===== config.mk =====
export PLATFORM = sky130hd
export DESIGN_NAME = pwm_stepped_bank
export DESIGN_NICKNAME = d
export VERILOG_FILES = /design/src/rtl/pwm_bank_pkg.sv /design/src/rtl/pwm_regfile.sv /design/src/rtl/pwm_slot_div.sv /design/src/rtl/pwm_chan.sv /design/src/rtl/pwm_stepped_bank.sv
export SDC_FILE = /design/constraint.sdc
export NUM_CORES = 1
export LEC_CHECK = 0
export ABC_AREA = 1
export BUFFER_PORTS_ARGS = -buffer_cell sky130_fd_sc_hd__buf_2
export CAP_MARGIN = 20
export CORE_ASPECT_RATIO = 1.25
export CORE_MARGIN = 2
export CORE_UTILIZATION = 55
export CTS_CLUSTER_DIAMETER = 150
export DETAILED_ROUTE_END_ITERATION = 10
export PLACE_DENSITY = 0.8
export SETUP_SLACK_MARGIN = 0.15
export SYNTH_ARGS = -nofsm -noshare
export SYNTH_HDL_FRONTEND = slang
export SYNTH_SLANG_ARGS = --single-unit

===== constraint.sdc =====
create_clock -name clk -period 4.6 [get_ports clk]
set_clock_uncertainty 0.15 [all_clocks]
set_input_delay 0.23 -clock clk [delete_from_list [all_inputs] [get_ports clk]]
set_output_delay 0.23 -clock clk [all_outputs]
set_load 0.01 [all_outputs]

===== src/rtl/pwm_bank_pkg.sv =====
package pwm_bank_pkg;

  localparam int REG_W = 8;
  localparam int PHASE_W = 8;

  localparam logic [7:0] ADDR_INV   = 8'h05;
  localparam logic [7:0] ADDR_ENA   = 8'h07;
  localparam logic [7:0] ADDR_FREQ0 = 8'h08;
  localparam logic [7:0] ADDR_DUTY0 = 8'h0C;

  localparam int INV_BIT0 = 2;
  localparam int ENA_BIT0 = 4;

  typedef struct packed {
    logic                ena;
    logic                inv;
    logic [1:0]          step;
    logic [5:0]          mult;
    logic [PHASE_W-1:0]  duty;
  } chan_cfg_t;

endpackage


===== src/rtl/pwm_regfile.sv =====
module pwm_regfile
  import pwm_bank_pkg::*;
#(
  parameter int NUM_CH = 4
) (
  input  logic                  clk,
  input  logic                  rst,
  input  logic                  wr_en,
  input  logic [7:0]            wr_addr,
  input  logic [REG_W-1:0]      wr_data,
  input  logic [7:0]            rd_addr,
  output logic [REG_W-1:0]      rd_data,
  output chan_cfg_t [NUM_CH-1:0] cfg_o
);

  logic [REG_W-1:0] freq_q [NUM_CH];
  logic [REG_W-1:0] duty_q [NUM_CH];
  logic [REG_W-1:0] inv_q;
  logic [REG_W-1:0] ena_q;
  logic [REG_W-1:0] rd_next;
  logic [REG_W-1:0] rd_q;
  logic             wr_hit;

  always_comb begin
    wr_hit = (wr_addr == ADDR_INV) || (wr_addr == ADDR_ENA);
    for (int k = 0; k < NUM_CH; k++) begin
      if (wr_addr == ADDR_FREQ0 + 8'(k) || wr_addr == ADDR_DUTY0 + 8'(k)) wr_hit = 1'b1;
    end
  end

  always_ff @(posedge clk) begin
    if (rst) begin
      inv_q <= '0;
      ena_q <= '0;
      for (int k = 0; k < NUM_CH; k++) begin
        freq_q[k] <= '0;
        duty_q[k] <= '0;
      end
    end else if (wr_en) begin
      if (wr_addr == ADDR_INV) inv_q <= wr_data;
      if (wr_addr == ADDR_ENA) ena_q <= wr_data;
      for (int k = 0; k < NUM_CH; k++) begin
        if (wr_addr == ADDR_FREQ0 + 8'(k)) freq_q[k] <= wr_data;
        if (wr_addr == ADDR_DUTY0 + 8'(k)) duty_q[k] <= wr_data;
      end
    end
  end

  always_comb begin
    rd_next = '0;
    if (rd_addr == ADDR_INV) rd_next = inv_q;
    if (rd_addr == ADDR_ENA) rd_next = ena_q;
    for (int k = 0; k < NUM_CH; k++) begin
      if (rd_addr == ADDR_FREQ0 + 8'(k)) rd_next = freq_q[k];
      if (rd_addr == ADDR_DUTY0 + 8'(k)) rd_next = duty_q[k];
    end
  end

  always_ff @(posedge clk) begin
    if (rst) rd_q <= '0;
    else     rd_q <= rd_next;
  end

  assign rd_data = rd_q;

  for (genvar k = 0; k < NUM_CH; k++) begin : g_cfg
    assign cfg_o[k].ena  = ena_q[ENA_BIT0 + k];
    assign cfg_o[k].inv  = inv_q[INV_BIT0 + k];
    assign cfg_o[k].step = freq_q[k][7:6];
    assign cfg_o[k].mult = freq_q[k][5:0];
    assign cfg_o[k].duty = duty_q[k];
  end

  AST_WRITE_READBACK: assert property (@(posedge clk) disable iff (rst)
    ($past(wr_en && wr_hit) && rd_addr == $past(wr_addr)) |=> rd_data == $past(wr_data, 2));

endmodule


===== src/rtl/pwm_slot_div.sv =====
module pwm_slot_div #(
  parameter int SLOT_DIV = 4096
) (
  input  logic       clk,
  input  logic       rst,
  input  logic       run_i,
  input  logic [1:0] step_i,
  input  logic [5:0] mult_i,
  output logic       adv_o
);

  localparam int INC_W = 13;
  localparam int ACC_W = $clog2(SLOT_DIV) + 2;

  logic [INC_W-1:0] inc;
  logic [ACC_W-1:0] acc_q;
  logic [ACC_W-1:0] sum;
  logic             hit;

  always_comb begin
    inc = INC_W'({1'b0, mult_i} + 7'd1) << {step_i, 1'b0};
    sum = acc_q + ACC_W'(inc);
    hit = sum >= ACC_W'(SLOT_DIV);
  end

  always_ff @(posedge clk) begin
    if (rst || !run_i) acc_q <= '0;
    else if (hit)      acc_q <= sum - ACC_W'(SLOT_DIV);
    else               acc_q <= sum;
  end

  assign adv_o = run_i & hit;

  AST_ACC_BELOW_DIV: assert property (@(posedge clk) disable iff (rst)
    acc_q < ACC_W'(SLOT_DIV));

endmodule


===== src/rtl/pwm_chan.sv =====
module pwm_chan
  import pwm_bank_pkg::*;
#(
  parameter int SLOT_DIV = 4096
) (
  input  logic      clk,
  input  logic      rst,
  input  chan_cfg_t cfg,
  output logic      pwm_o
);

  logic               adv;
  logic [PHASE_W-1:0] phase_q;
  logic               pwm_q;

  pwm_slot_div #(.SLOT_DIV(SLOT_DIV)) i_div (
    .clk    (clk),
    .rst    (rst),
    .run_i  (cfg.ena),
    .step_i (cfg.step),
    .mult_i (cfg.mult),
    .adv_o  (adv)
  );

  always_ff @(posedge clk) begin
    if (rst || !cfg.ena) phase_q <= '0;
    else if (adv)        phase_q <= phase_q + PHASE_W'(1);
  end

  always_ff @(posedge clk) begin
    if (rst) pwm_q <= 1'b0;
    else     pwm_q <= cfg.ena & (cfg.inv ^ (phase_q <= cfg.duty));
  end

  assign pwm_o = pwm_q;

  AST_OFF_WHEN_DISABLED: assert property (@(posedge clk) disable iff (rst)
    !cfg.ena |=> !pwm_o);

  AST_FULL_DUTY_HIGH: assert property (@(posedge clk) disable iff (rst)
    (cfg.ena && !cfg.inv && cfg.duty == '1) |=> pwm_o);

  AST_INVERTED_FULL_LOW: assert property (@(posedge clk) disable iff (rst)
    (cfg.ena && cfg.inv && cfg.duty == '1) |=> !pwm_o);

endmodule


===== src/rtl/pwm_stepped_bank.sv =====
module pwm_stepped_bank
  import pwm_bank_pkg::*;
#(
  parameter int NUM_CH   = 4,
  parameter int SLOT_DIV = 4096
) (
  input  logic              clk,
  input  logic              rst,
  input  logic [7:0]        bus_addr,
  input  logic [7:0]        bus_wdata,
  input  logic              bus_wr,
  input  logic [7:0]        rd_addr,
  output logic [7:0]        rd_data,
  output logic [NUM_CH-1:0] pwm_out
);

  chan_cfg_t [NUM_CH-1:0] cfg;

  pwm_regfile #(.NUM_CH(NUM_CH)) i_regs (
    .clk     (clk),
    .rst     (rst),
    .wr_en   (bus_wr),
    .wr_addr (bus_addr),
    .wr_data (bus_wdata),
    .rd_addr (rd_addr),
    .rd_data (rd_data),
    .cfg_o   (cfg)
  );

  for (genvar k = 0; k < NUM_CH; k++) begin : g_ch
    pwm_chan #(.SLOT_DIV(SLOT_DIV)) i_chan (
      .clk   (clk),
      .rst   (rst),
      .cfg   (cfg[k]),
      .pwm_o (pwm_out[k])
    );
  end

endmodule


==> run_results.csv <==
group,metric,value,unit
routing,number_of_routed_nets_with_antenna_violations,0,
yosys,yosysTopAreaCell,"dfxtp_1",
yosys,ys_top_cells_by_area,"dfxtp_1 19%, edfxtp_1 16%, nand2_1 13%, ha_1 11%, nor2_1 7.4%",
power_and_ir_drop,leakage,0.006310,uW
timing,unrepaired_setup_endpoints_after_global_routing,"true",
yosys,yosys_register_bits,180,
yosys,synth-seq-area-share,0.3502,
worst_setup_path,crit_path_start,"i_regs.freq_q[3][0]",
place,dpl.hpwl,22.22,mm
timing,setup_total_negative_slack,0,ns
yosys,yosys_most_used_dff,"dfxtp_1",
timing,slew-limit-headroom,0.3175,
routing,vias_per_cell,5.463,
layout,finalNetCount,1890,
timing,timing_worst_slew_pin_value,1.015,ns
global_route,grt_first_pass_wirelength,48.38,mm
layout,fillerInstances,1907,
yosys,async_reset_ff_frac,0,
hold_path,worst_hold_path_type,"primary input to flip-flop",
global_route,globalRouteTotalUtil,0.2597,
die,die_width,136.8,um
power_and_ir_drop,post-layout-total-power,3464,uW
routing,wl_per_cell,14.31,um
worst_setup_path,path_common_cell,"nand2_1",
routing,drtPass1Iterations,6,
yosys,synthDistinctLibCells,41,
clocking,cts-root-to-sink-buffers,2,
worst_setup_path,critical_path.endpoint_type,"flip-flop",
worst_setup_path,worst-endpoint-arrival,4.35,ns
clocking,cts-htree-levels,4,
routing,routed_wire_length,29.28,mm
timing,report.final.slew_viol_count,0,
clocking,ctsRootBufferMaster,"clkbuf_16",
timing,finalHoldViolCount,0,
timing,finalSetupViolations,0,
power_and_ir_drop,power_switching_share,0.2748,
clocking,total_clock_buffers_created_by_cts,17,
timing,period_needed,4.136,ns
clocking,post_cts_hold_buffer_count,0,
layout,layout-drive-gt1-share,0.07692,
worst_setup_path,critPathTopFamily,"simple AND/OR/NAND/NOR gates",
routing,detailroute.via_count,11180,
layout,seqCellArea,4244,um2
layout,diodes,0,
worst_setup_path,critical_path.startpoint_type,"flip-flop",
worst_setup_path,cp.depth,30,
yosys,synth.net_count,1854,
yosys,post-synth-top-count-cell,"nand2_1",
die,initial_standard_cell_utilization_of_the_core,0.5624,
routing,drt_iter0_drc,1074,
global_route,global_route_congestion_overflow_total,0,
worst_setup_path,worst_r2r_startpoint,"i_regs.freq_q[3][0]",
worst_setup_path,cp_data_required_time,4.81,ns
timing,final.period_utilization,0.8992,
die,placeable_core_region,21550,um2
run_status,outcome,"complete, no violations",
clocking,cts_tree,"done",
worst_setup_path,crit_fanout,7,
die,die_h,170.0,um
yosys,top_post_synthesis_cells_by_count,"423 x nand2_1, 240 x nor2_1, 229 x inv_1",
die,die_area,23240,um2
yosys,syn-cell-area,12120,um2
place,place.port_buffers,38,
global_route,via_count_of_the_first_global_routing_pass,10510,
worst_setup_path,timing_worst_setup_path_type,"flip-flop to flip-flop",
worst_setup_path,r2r_setup_slack,0.46,ns
global_route,grt_start_max_net_pins,25,
power_and_ir_drop,sequentialPowerShare,0.494,
routing,detail_route.drc_violations,0,
worst_setup_path,critical_path_sink,"g_ch[3].i_chan.phase_q[7]",
timing,fmaxAchievable,241.8,MHz
power_and_ir_drop,net-switching-power,951.8,uW
worst_setup_path,critical_path.n_buffers_inverters,3,
power_and_ir_drop,clockPowerShare,0.404,
power_and_ir_drop,max-vdd-ir-drop,0.0002710,V
worst_setup_path,worst_path_max_delay_cell,"edfxtp_1",
job,max-cap-violations,0,
yosys,yosys_warnings,0,
clocking,clock_pin_slew_on_the_worst_setup_and_hold_paths,0.07,ns
worst_setup_path,reg2regPathDepth,30,
layout,multiInputGateArea,6844,um2
yosys,synth.avg_cell_area,7.049,um2
power_and_ir_drop,p_int,2512,uW
yosys,synth_enable_flop_cells,64,
worst_setup_path,worst_r2r_endpoint,"g_ch[3].i_chan.phase_q[7]",
global_route,number_of_antenna_violations_at_the_first_check_in_global_routing,0,
power_and_ir_drop,share_comb_of_total_power,0.102,
clocking,clk_latency,0.45,ns
power_and_ir_drop,power-per-cell-area,262.5,nW/um2
die,placementRows,60,
yosys,synth_top_cell_area_share,0.1916,
place,final_wtd_congestion,0.9644,
die,io-pin-count,39,
worst_setup_path,worst_path_largest_cell_delay,0.45,ns
layout,area_growth,8.911,%
clocking,cts_sinks,180,
yosys,netlist_instances,1719,
==> registers in the layout, summed over array words and instances (netlist names) <==
name                     flops
g_ch.i_chan.i_div.acc_q     56
g_ch.i_chan.phase_q         32
g_ch.i_chan.pwm_o            4
i_regs.duty_q               32
i_regs.ena_q                 8
i_regs.freq_q               32
i_regs.inv_q                 8
i_regs.rd_data               8
==> power by group through the flow <==
stage	clock network (uW)	registers, uW	logic [uW]
5_1_grt	1460	1710	396
2_1_floorplan	0	1730	251
3_5_place_dp	0	1750	333
6_report	1400	1710	353
3_3_place_gp	0	1750	324
4_1_cts	1410	1710	335
==> per-layer routing <==
layer	vias up	share of wire	track usage
met5	-	0	0
met4	0	0.025	0.09556
met3	66	0.062	0.03634
met2	363	0.50	0.4596
met1	5084	0.41	0.3180
li1	5669	-	-
==> placed cells by master (no fill, tap or decap), drive strengths merged, types with 9 or more instances in the layout <==
cell / n
nor3: 16
a21oi: 112
clkinv: 19
xor2: 30
clkbuf: 18
edfxtp: 64
dfxtp: 116
nand4: 38
nand2: 436
ha: 104
nand3: 134
a211oi: 18
nor2: 243
inv: 238
o21ai: 67
xnor2: 15
nand3b: 9
buf: 51
==> per-stage QoR <==
stage                     hold WS (ns)  cells  area, um2  setup slack [ns]  utilization
after CTS                       0.1103   2034      13030            0.2411       0.6045
final                           0.1146   2047      13200            0.4637       0.6125
after global routing            0.1473   2047      13200            0.1002       0.6125
after global placement          0.3281   2002      12470            0.4051       0.5787
after detailed placement        0.3359   2002      12470            0.2638       0.5787
after floorplan                 0.2744   1719      12120            0.8813            -
==> how the worst min path moves through the flow <==
stage | from | to | slack, ns | cells after the start
global placement | g_ch[0].i_chan.phase_q[2] | g_ch[0].i_chan.phase_q[2] | 0.33 | 2
global route | rst | i_regs.rd_data[5] | 0.15 | 2
finish | rst | i_regs.rd_data[6] | 0.11 | 2
CTS | rst | i_regs.rd_data[6] | 0.11 | 2
floorplan | rst | g_ch[3].i_chan.i_div.acc_q[13] | 0.27 | 3
detailed placement | i_regs.inv_q[1] | i_regs.inv_q[1] | 0.34 | 2
==> what timing repair did <==
action	CTS	global route
buffers inserted	0	13
endpoints found under the setup margin	0	20
resized for setup	0	29
==> logic make-up after synthesis <==
kind of cell               after synthesis  share of synthesized area
AOI/OAI and AO/OA                      219                     0.1003
buffers and inverters                  278                    0.09117
xor gates and xnor gates                45                    0.03252
and+or+nand+nor                        889                     0.3118
DFF                                    180                     0.3502
adders and majority gates              108                     0.1140
==> layout make-up <==
cell class / count / area share
clock inverter: 14 / 0.008912
timing repair buffer: 51 / 0.02181
tap: 279 / 0.02645
clock buffer: 18 / 0.03328
multi-input combinational: 1261 / 0.5186
sequential: 180 / 0.3216
inverter: 244 / 0.06940
Power figures use the tool's default switching activity.
